<file path="src/rtl/hts_pkg.sv">
package hts_pkg;
  typedef enum logic [1:0] {
    PH_HARVEST = 2'b00,
    PH_STARTUP = 2'b01,
    PH_OPERATE = 2'b10
  } phase_e;

  localparam int NUM_SW = 3;
endpackage

</file>
<file path="src/rtl/hts_sync.sv">
module hts_sync #(
  parameter int WIDTH = 2
) (
  input  logic             clk,
  input  logic             rst_n,
  input  logic [WIDTH-1:0] async_in,
  output logic [WIDTH-1:0] sync_out
);
  for (genvar b = 0; b < WIDTH; b++) begin : g_bit
    logic meta_q, stable_q;
    always_ff @(posedge clk or negedge rst_n) begin
      if (!rst_n) begin
        meta_q   <= 1'b0;
        stable_q <= 1'b0;
      end else begin
        meta_q   <= async_in[b];
        stable_q <= meta_q;
      end
    end
    assign sync_out[b] = stable_q;
  end
endmodule

</file>
<file path="src/rtl/hts_settle_timer.sv">
module hts_settle_timer #(
  parameter int SETTLE_CYCLES = 64
) (
  input  logic clk,
  input  logic rst_n,
  input  logic run,
  output logic done
);
  localparam int CW = $clog2(SETTLE_CYCLES + 1);
  localparam logic [CW-1:0] LAST = CW'(SETTLE_CYCLES - 1);

  logic [CW-1:0] cnt_q;

  assign done = run && (cnt_q == LAST);

  always_ff @(posedge clk or negedge rst_n) begin
    if (!rst_n)     cnt_q <= '0;
    else if (!run)  cnt_q <= '0;
    else if (!done) cnt_q <= cnt_q + 1'b1;
  end

  AST_SETTLE_BOUND: assert property (@(posedge clk) disable iff (!rst_n)
    cnt_q <= LAST);
  AST_IDLE_CLEAR: assert property (@(posedge clk) disable iff (!rst_n)
    !run |=> cnt_q == '0);
endmodule

</file>
<file path="src/rtl/hts_phase_fsm.sv">
module hts_phase_fsm
  import hts_pkg::*;
(
  input  logic   clk,
  input  logic   rst_n,
  input  logic   hi_seen,
  input  logic   lo_seen,
  input  logic   settle_done,
  output phase_e phase,
  output phase_e phase_nxt
);
  phase_e phase_q;

  always_comb begin
    phase_nxt = phase_q;
    unique case (phase_q)
      PH_HARVEST: if (!lo_seen && hi_seen) phase_nxt = PH_STARTUP;
      PH_STARTUP: begin
        if (lo_seen)          phase_nxt = PH_HARVEST;
        else if (settle_done) phase_nxt = PH_OPERATE;
      end
      PH_OPERATE: if (lo_seen) phase_nxt = PH_HARVEST;
      default:    phase_nxt = PH_HARVEST;
    endcase
  end

  always_ff @(posedge clk or negedge rst_n) begin
    if (!rst_n) phase_q <= PH_HARVEST;
    else        phase_q <= phase_nxt;
  end

  assign phase = phase_q;

  AST_LOW_EXITS: assert property (@(posedge clk) disable iff (!rst_n)
    (lo_seen && phase_q != PH_HARVEST) |=> phase_q == PH_HARVEST);
  AST_LOW_BLOCKS_ENTRY: assert property (@(posedge clk) disable iff (!rst_n)
    (lo_seen && phase_q == PH_HARVEST) |=> phase_q == PH_HARVEST);
  AST_OPERATE_VIA_STARTUP: assert property (@(posedge clk) disable iff (!rst_n)
    (phase_q == PH_OPERATE && $past(phase_q) != PH_OPERATE) |-> $past(phase_q) == PH_STARTUP);
endmodule

</file>
<file path="src/rtl/hts_drive.sv">
module hts_drive
  import hts_pkg::*;
(
  input  logic              clk,
  input  logic              rst_n,
  input  phase_e            phase,
  input  phase_e            phase_nxt,
  output logic              pump_en,
  output logic [NUM_SW-1:0] sw_en,
  output logic              supply_sel,
  output logic              clk_sel,
  output logic              ratio_init
);
  logic on_nxt;
  assign on_nxt = (phase_nxt != PH_HARVEST);

  for (genvar s = 0; s < NUM_SW; s++) begin : g_sw
    always_ff @(posedge clk or negedge rst_n) begin
      if (!rst_n) sw_en[s] <= 1'b0;
      else        sw_en[s] <= on_nxt;
    end
  end

  always_ff @(posedge clk or negedge rst_n) begin
    if (!rst_n) begin
      pump_en    <= 1'b0;
      supply_sel <= 1'b0;
      clk_sel    <= 1'b0;
      ratio_init <= 1'b0;
    end else begin
      pump_en    <= on_nxt;
      supply_sel <= (phase_nxt == PH_OPERATE);
      clk_sel    <= (phase_nxt == PH_OPERATE);
      ratio_init <= (phase == PH_HARVEST) && (phase_nxt == PH_STARTUP);
    end
  end

  AST_CLKSEL_RISE_POINT: assert property (@(posedge clk) disable iff (!rst_n)
    $rose(clk_sel) |-> $past(phase) == PH_STARTUP);
  AST_CLKSEL_FALL_GATED: assert property (@(posedge clk) disable iff (!rst_n)
    $fell(clk_sel) |-> !pump_en);
  AST_RATIO_SINGLE: assert property (@(posedge clk) disable iff (!rst_n)
    ratio_init |=> !ratio_init);
endmodule

</file>
<file path="src/rtl/burst_harvest_seq.sv">
module burst_harvest_seq
  import hts_pkg::*;
#(
  parameter int SETTLE_CYCLES = 64
) (
  input  logic       clk,
  input  logic       rst_n,
  input  logic       src_above_hi,
  input  logic       src_below_lo,
  output logic       pump_en,
  output logic [2:0] sw_en,
  output logic       supply_sel,
  output logic       clk_sel,
  output logic       ratio_init
);
  logic [1:0] flags_sync;
  logic       settle_done;
  phase_e     phase, phase_nxt;

  hts_sync #(.WIDTH(2)) u_sync (
    .clk      (clk),
    .rst_n    (rst_n),
    .async_in ({src_below_lo, src_above_hi}),
    .sync_out (flags_sync)
  );

  hts_settle_timer #(.SETTLE_CYCLES(SETTLE_CYCLES)) u_timer (
    .clk   (clk),
    .rst_n (rst_n),
    .run   (phase == PH_STARTUP),
    .done  (settle_done)
  );

  hts_phase_fsm u_fsm (
    .clk         (clk),
    .rst_n       (rst_n),
    .hi_seen     (flags_sync[0]),
    .lo_seen     (flags_sync[1]),
    .settle_done (settle_done),
    .phase       (phase),
    .phase_nxt   (phase_nxt)
  );

  hts_drive u_drive (
    .clk        (clk),
    .rst_n      (rst_n),
    .phase      (phase),
    .phase_nxt  (phase_nxt),
    .pump_en    (pump_en),
    .sw_en      (sw_en),
    .supply_sel (supply_sel),
    .clk_sel    (clk_sel),
    .ratio_init (ratio_init)
  );

  AST_HARVEST_QUIET: assert property (@(posedge clk) disable iff (!rst_n)
    !pump_en |-> (sw_en == 3'b000 && !supply_sel && !clk_sel));
  AST_STARTUP_PULSE: assert property (@(posedge clk) disable iff (!rst_n)
    $rose(pump_en) |-> ratio_init);
  AST_BATTERY_IN_STARTUP: assert property (@(posedge clk) disable iff (!rst_n)
    ratio_init |-> (!supply_sel && sw_en == 3'b111));
endmodule

</file>
<file path="config.mk">
export PLATFORM = sky130hd
export DESIGN_NAME = burst_harvest_seq
export DESIGN_NICKNAME = d
export VERILOG_FILES = /design/src/rtl/hts_pkg.sv /design/src/rtl/hts_sync.sv /design/src/rtl/hts_settle_timer.sv /design/src/rtl/hts_phase_fsm.sv /design/src/rtl/hts_drive.sv /design/src/rtl/burst_harvest_seq.sv
export SDC_FILE = /design/constraint.sdc
export NUM_CORES = 1
export LEC_CHECK = 0
export BUFFER_PORTS_ARGS = -buffer_cell sky130_fd_sc_hd__buf_4
export CORE_MARGIN = 5
export CORE_UTILIZATION = 40
export DETAILED_ROUTE_END_ITERATION = 10
export PLACE_DENSITY = 0.61
export SYNTH_ARGS = -nofsm -noshare
export SYNTH_HDL_FRONTEND = slang
export SYNTH_SLANG_ARGS = --single-unit
</file>
<file path="constraint.sdc">
create_clock -name clk -period 1.25 [get_ports clk]
set_input_delay 0.0625 -clock clk [delete_from_list [all_inputs] [get_ports clk]]
set_output_delay 0.0625 -clock clk [all_outputs]
set_load 0.005 [all_outputs]
</file>
==> flow_summary.json, run 1 <==
{
  "place_hpwl_um": 863,
  "skew_ns": 0.007414,
  "vias": 489,
  "ys_seq_elements": 16,
  "p_switching_w": 0.0002070,
  "fillCellCount": 156,
  "place_congestion": 0.7880,
  "setup.worst_path.end_class": "flop",
  "ys_warn_count": 0,
  "cts_sinks": 16,
  "synth_commonest_cells": "16 x dfrtp_1, 6 x buf_4, 4 x a21oi_1, 4 x o21ai_0",
  "cp_max_fo": 3,
  "yosysSeqAreaShare": 0.5714,
  "total_power_w": 0.0009648,
  "dr.pass1.iters": 4,
  "yosys.area.top_type": "dfrtp_1",
  "max_slew_margin": 0.8413,
  "die_x_um": 51.86,
  "async_flop_share": 1.000,
  "p_leak_nw": 0.3958,
  "grt_max_degree": 17,
  "clock_power_share": 0.348,
  "cap_violations": 0,
  "synthesis.area_um2": 700.7,
  "die-area_mm2": 0.002689,
  "cts_root_buf": "clkbuf_4",
  "ant_nets": 0,
  "synth_most_common_cell": "dfrtp_1",
  "p_seq_frac": 0.568,
  "run_status": "complete, no violations",
  "yosysTopAreaCellShare": 0.5714,
  "start_kind": "flop",
  "dp_cells": 82,
  "final_nets": 78,
  "syn2layout_area_growth_pct": 22.68,
  "setup_viol": 0,
  "start_util": 0.4148,
  "fin_crit_sh": 0.9366,
  "synthFlopType": "dfrtp_1",
  "syn_inst": 58,
  "antennaDiodeCount": 0,
  "timing.final.hold_violations": 0,
  "drive_gt1_frac": 0.3750,
  "setup_ws_ns": 0.07927,
  "drc_errors": 0,
  "pre_cts_ws_ns": -0.003538,
  "grt_pass1_wl_mm": 2.021,
  "grt_pass1_vias": 465,
  "clk_pin_slew_ns": 0.10,
  "placement.io_buffers": 10,
  "power_frac_comb": 0.084,
  "cts_tree": "yes",
  "routed_via_density": 5.494,
  "crit_type": "flop to flop",
  "hp-class": "input port to asynchronous set/reset pin",
  "p_int_w": 0.0007578,
  "wl_per_cell_um": 12.96,
  "arrival_ns": 1.37,
  "yosysUniqueCellTypes": 23,
  "first_iter_violations": 9,
  "die_height_um": 51.86,
  "insertion_delay_ns": 0.28,
  "globalRouteTotalUtil": 0.1014,
  "vdd_ir_drop_max_mv": 0.7830,
  "fin_cells": 89,
  "max_freq_mhz": 854.2,
  "cts_made_buffers": 3,
  "wl_mm": 1.153,
  "cts.htree.levels": 1,
  "cts_max_path_buffers": 2,
  "antenna_found_initial": 0,
  "pin_count": 11,
  "synth_edf_count": 0,
  "core_mm2": 0.001689,
  "core.rowCount": 15,
  "grt-ovfl-total": 0,
  "syn-mean-instance-area_um2": 12.08,
  "synth_fp_nets": 63,
  "postCtsSetupBuffers": 0,
  "fin_crit_ns": 1.171,
  "rsz0062_at_grt": "no",
  "finalMaxSlewViolations": 0,
  "p_per_area_mw_per_mm2": 1122,
  "yosys-top-cells-area": "dfrtp_1 57%, buf_4 6.4%, a211oi_2 3.6%",
  "tightest_slew_ns": 0.2348,
  "p_sw_frac": 0.2146,
  "cp.required_ns": 1.45
}
-- power by group through the flow --
| stage | Combinational, W | Sequential [W] | Clock (W) |
|---|---|---|---|
| 6_report | 0.0000812 | 0.000548 | 0.000336 |
| 5_1_grt | 0.0000918 | 0.000551 | 0.000368 |
| 4_1_cts | 0.0000831 | 0.000548 | 0.000348 |
| 3_5_place_dp | 0.0000752 | 0.000558 | 0 |
| 3_3_place_gp | 0.0000749 | 0.000557 | 0 |
| 2_1_floorplan | 0.0000365 | 0.000558 | 0 |
-- layout make-up --
cell class	instances	area, um2	area share
Tap cell	17	21.27	0.02475
Multi-Input combinational cell	36	274.0	0.3188
Sequential cell	16	400.4	0.4658
Timing Repair Buffer	16	127.6	0.1485
Clock buffer	4	36.28	0.04221
-- registers in the layout, summed over array words and instances, names as in the netlist --
register and cells:
u_drive.clk_sel 1, u_drive.ratio_init 1, u_sync.g_bit.stable_q 2, u_fsm.phase 2
u_drive.sw_en 1, u_timer.cnt_q 7, u_sync.g_bit.meta_q 2
-- what timing repair did --
action	in CTS	in global routing
resized for setup	3	2
hold buffers	3	0
pin swaps	0	1
hold endpoints to repair	18	0
endpoints found under the setup margin	2	4
-- cells in the final DEF (no fill, tap or decap), types with 2 or more instances in the layout --
cell           instances
nor2b_1                2
dfrtp_1               16
dlygate4sd3_1          3
a211oi_2               2
nand2_1                2
buf_4                 13
nand4_1                2
nand2b_1               3
a21oi_1                4
clkbuf_4               3
a31oi_1                3
o21ai_0                4
-- cells by family after synthesis --
group	after synthesis	synth area share
buffers and inverters	6	0.06428
DFF	16	0.5714
AOI/OAI and AO/OA	15	0.1554
and+or+nand+nor	20	0.1911
adders and majority gates	1	0.01785
-- metrics by stage --
stage | hold slack (ns) | TNS (ns) | util | instance area [um2]
6_report | 0.1595 | 0 | 0.5089 | 859.6
2_1_floorplan | -0.2331 | 0 | - | 700.7
5_1_grt | 0.1842 | 0 | 0.5089 | 859.6
4_1_cts | 0.1581 | 0 | 0.5030 | 849.6
3_3_place_gp | -0.06859 | 0 | 0.4585 | 774.5
3_5_place_dp | -0.06794 | -0.003538 | 0.4585 | 774.5
-- final timing paths --
check,from,to,cells after the start,slack (ns)
setup / recovery,u_timer.cnt_q[1],u_timer.cnt_q[5],4,0.08
hold / removal,rst_n,u_timer.cnt_q[4],2,0.16
setup reg to reg,u_timer.cnt_q[1],u_timer.cnt_q[5],4,0.08
hold reg to reg,u_sync.g_bit[1].meta_q,u_sync.g_bit[1].stable_q,0,0.36
max in group asynchronous,rst_n,u_fsm.phase[0],2,0.91
min in group clk,u_sync.g_bit[1].meta_q,u_sync.g_bit[1].stable_q,0,0.36
-- worst max-delay path, stage by stage, from the launching register on --
cell and delay [ns]:
dfrtp_1 0.40, buf_4 0.14, and4_1 0.21, nor2b_1 0.14, a211oi_2 0.21
-- per-layer routing --
metal | GRT usage | share of wire | wire, um | vias up
met2 | 0.1611 | 0.47 | 538 | 7
li1 | - | - | - | 237
met4 | 0.03930 | 0.0069 | 8 | 0
met1 | 0.1257 | 0.49 | 570 | 243
met3 | 0.03438 | 0.030 | 35 | 2
met5 | 0 | 0 | 0 | -
Power figures use the tool's default switching activity.
==> run 2: changes to the inputs <==
--- a/config.mk
+++ b/config.mk
@@ -9,7 +9,7 @@
 export CORE_MARGIN = 5
 export CORE_UTILIZATION = 40
 export DETAILED_ROUTE_END_ITERATION = 10
-export PLACE_DENSITY = 0.61
+export PLACE_DENSITY = 0.59
 export SYNTH_ARGS = -nofsm -noshare
 export SYNTH_HDL_FRONTEND = slang
 export SYNTH_SLANG_ARGS = --single-unit
==> constraint.sdc (replaced) <==
create_clock -name clk -period 1.4 [get_ports clk]
set_input_delay 0.07 -clock clk [delete_from_list [all_inputs] [get_ports clk]]
set_output_delay 0.07 -clock clk [all_outputs]
set_load 0.005 [all_outputs]
==> run 2 against run 1 <==
Critical path depth stayed put. Setup slack improved by 0.048 ns. Hold slack better by 0.0062 ns. Total power down 10%. Fmax down 8.0%. Global-route usage up 0.78 points. Combinational power down 11%. Cell area is 2.0% lower. Clock skew is 0.0064 ns lower. Routed wire length increased by 2.5%. Register-to-register slack improved by 0.05 ns. Largest power group unchanged.
==> flow_summary.json, run 2 (synthesis results as in run 1) <==
{
  "tns_ns": 0,
  "fin_crit_sh": 0.9089,
  "cts_made_buffers": 3,
  "use_met2": 0.1674,
  "p_int_w": 0.0006770,
  "core_mm2": 0.001689,
  "insertion_delay_ns": 0.29,
  "crit_type": "flop to flop",
  "core.rowCount": 15,
  "clock_power_share": 0.352,
  "setup_ws_ns": 0.1275,
  "crit_start": "u_timer.cnt_q[0]",
  "timing.final.hold_violations": 0,
  "grt-ovfl-total": 0,
  "grt_util_met3": 0.03438,
  "antennaDiodeCount": 0,
  "grt_util_met1": 0.1382,
  "drc_errors": 0,
  "multiInputGateArea_um2": 256.5,
  "grt-busiest-layer": "met2",
  "clk_pin_slew_ns": 0.09,
  "fin_crit_ns": 1.273,
  "max_freq_mhz": 785.8,
  "cp.required_ns": 1.59,
  "place_congestion": 0.8469,
  "p_seq_frac": 0.564,
  "routed_via_density": 5.584,
  "first_iter_violations": 6,
  "arrival_ns": 1.46,
  "max_slew_margin": 0.8323,
  "die-area_mm2": 0.002689,
  "r2r_cells": 4,
  "layout_commonest_cell": "dfrtp_1",
  "cts_root_buf": "clkbuf_4",
  "run_status": "complete, no violations",
  "pin_count": 11,
  "ant_nets": 0,
  "die_x_um": 51.86,
  "start_util": 0.4148,
  "antenna_found_initial": 0,
  "final_nets": 78,
  "cp_max_fo": 4,
  "p_per_area_mw_per_mm2": 1030,
  "p_leak_nw": 0.3998,
  "wl_mm": 1.182,
  "power_frac_comb": 0.083,
  "cts_tree": "yes",
  "cap_violations": 0,
  "hp-class": "input port to asynchronous set/reset pin",
  "wl_per_cell_um": 13.28,
  "vias": 497,
  "p_sw_frac": 0.2192,
  "cts_sinks": 16,
  "tightest_slew_ns": 0.2511,
  "top_register": "u_timer.cnt_q",
  "place_hpwl_um": 883.3,
  "vdd_ir_drop_max_mv": 0.5868,
  "setup.worst_path.end_class": "flop",
  "grt_pass1_vias": 506,
  "dr.pass1.iters": 4,
  "cts.htree.levels": 1,
  "largest_register_ffs": 7,
  "globalRouteTotalUtil": 0.1092,
  "drive_gt1_frac": 0.3472,
  "pre_cts_ws_ns": 0.1094,
  "setup_viol": 0,
  "grt_pass1_wl_mm": 2.152,
  "placement.io_buffers": 10,
  "finalMaxSlewViolations": 0,
  "fillCellCount": 160,
  "syn2layout_area_growth_pct": 20.18,
  "skew_ns": 0.001044,
  "final_cell_mix": "16 x dfrtp_1, 13 x buf_4, 4 x a21oi_1, 4 x o21ai_0",
  "start_kind": "flop",
  "p_switching_w": 0.0001900,
  "cts_max_path_buffers": 2,
  "die_height_um": 51.86,
  "seqCellArea_um2": 400.4,
  "grt_max_degree": 17,
  "r2r-start": "u_timer.cnt_q[0]"
}
run 2: final cells by class:
cell class,count,area share
multi-input cells,36,0.3046
flip-flops and latches,16,0.4755
well taps,17,0.02526
repair buffers,16,0.1516
clock buffers,4,0.04309
run 2: layer usage:
layer | wire [um] | vias to the layer above | share of wire
met2 | 560 | 10 | 0.47
met1 | 544 | 246 | 0.46
met5 | 0 | - | 0
met3 | 53 | 4 | 0.045
li1 | - | 237 | -
met4 | 23 | 0 | 0.019
run 2: path summary, 6_finish.rpt:
path | end | slack, ns
max | u_fsm.phase[0] | 0.13
min | u_timer.cnt_q[4] | 0.17
max reg2reg | u_fsm.phase[0] | 0.13
min reg2reg | u_sync.g_bit[1].stable_q | 0.36
max in group asynchronous | u_timer.cnt_q[6] | 1.06
min in group clk | u_sync.g_bit[1].stable_q | 0.36
run 2: metrics by stage:
stage	instances	total power, W	instance area, um2	util	hold slack, ns
2_1_floorplan	58	0.0005307	700.7	-	-0.2256
3_3_place_gp	80	0.0005586	759.5	0.4496	-0.05839
3_5_place_dp	80	0.0005596	759.5	0.4496	-0.06096
4_1_cts	87	0.0008716	825.8	0.4889	0.1698
5_1_grt	89	0.0009125	842.1	0.4985	0.1806
6_report	89	0.0008670	842.1	0.4985	0.1658
run 2: repair_timing:
action | 4_1_cts | 5_1_grt
hold buffers | 3 | 0
buffers inserted | 0 | 2
endpoints found under the setup margin | 0 | 7
endpoints found under the hold margin | 18 | 0
resized for setup | 0 | 1
run 2: worst max-delay path: stages, from the launching register on:
cell,delay [ns]
dfrtp_1,0.40
ha_1,0.24
nand3_1,0.12
nor3_2,0.07
a2111oi_2,0.34
run 2: power by group through the flow:
stage	Sequential [W]	Clock (W)	Combinational, W
floorplan	0.000498	0	0.0000326
global placement	0.000500	0	0.0000588
detailed placement	0.000501	0	0.0000589
CTS	0.000492	0.000314	0.0000659
global route	0.000492	0.000339	0.0000811
finish	0.000489	0.000306	0.0000720
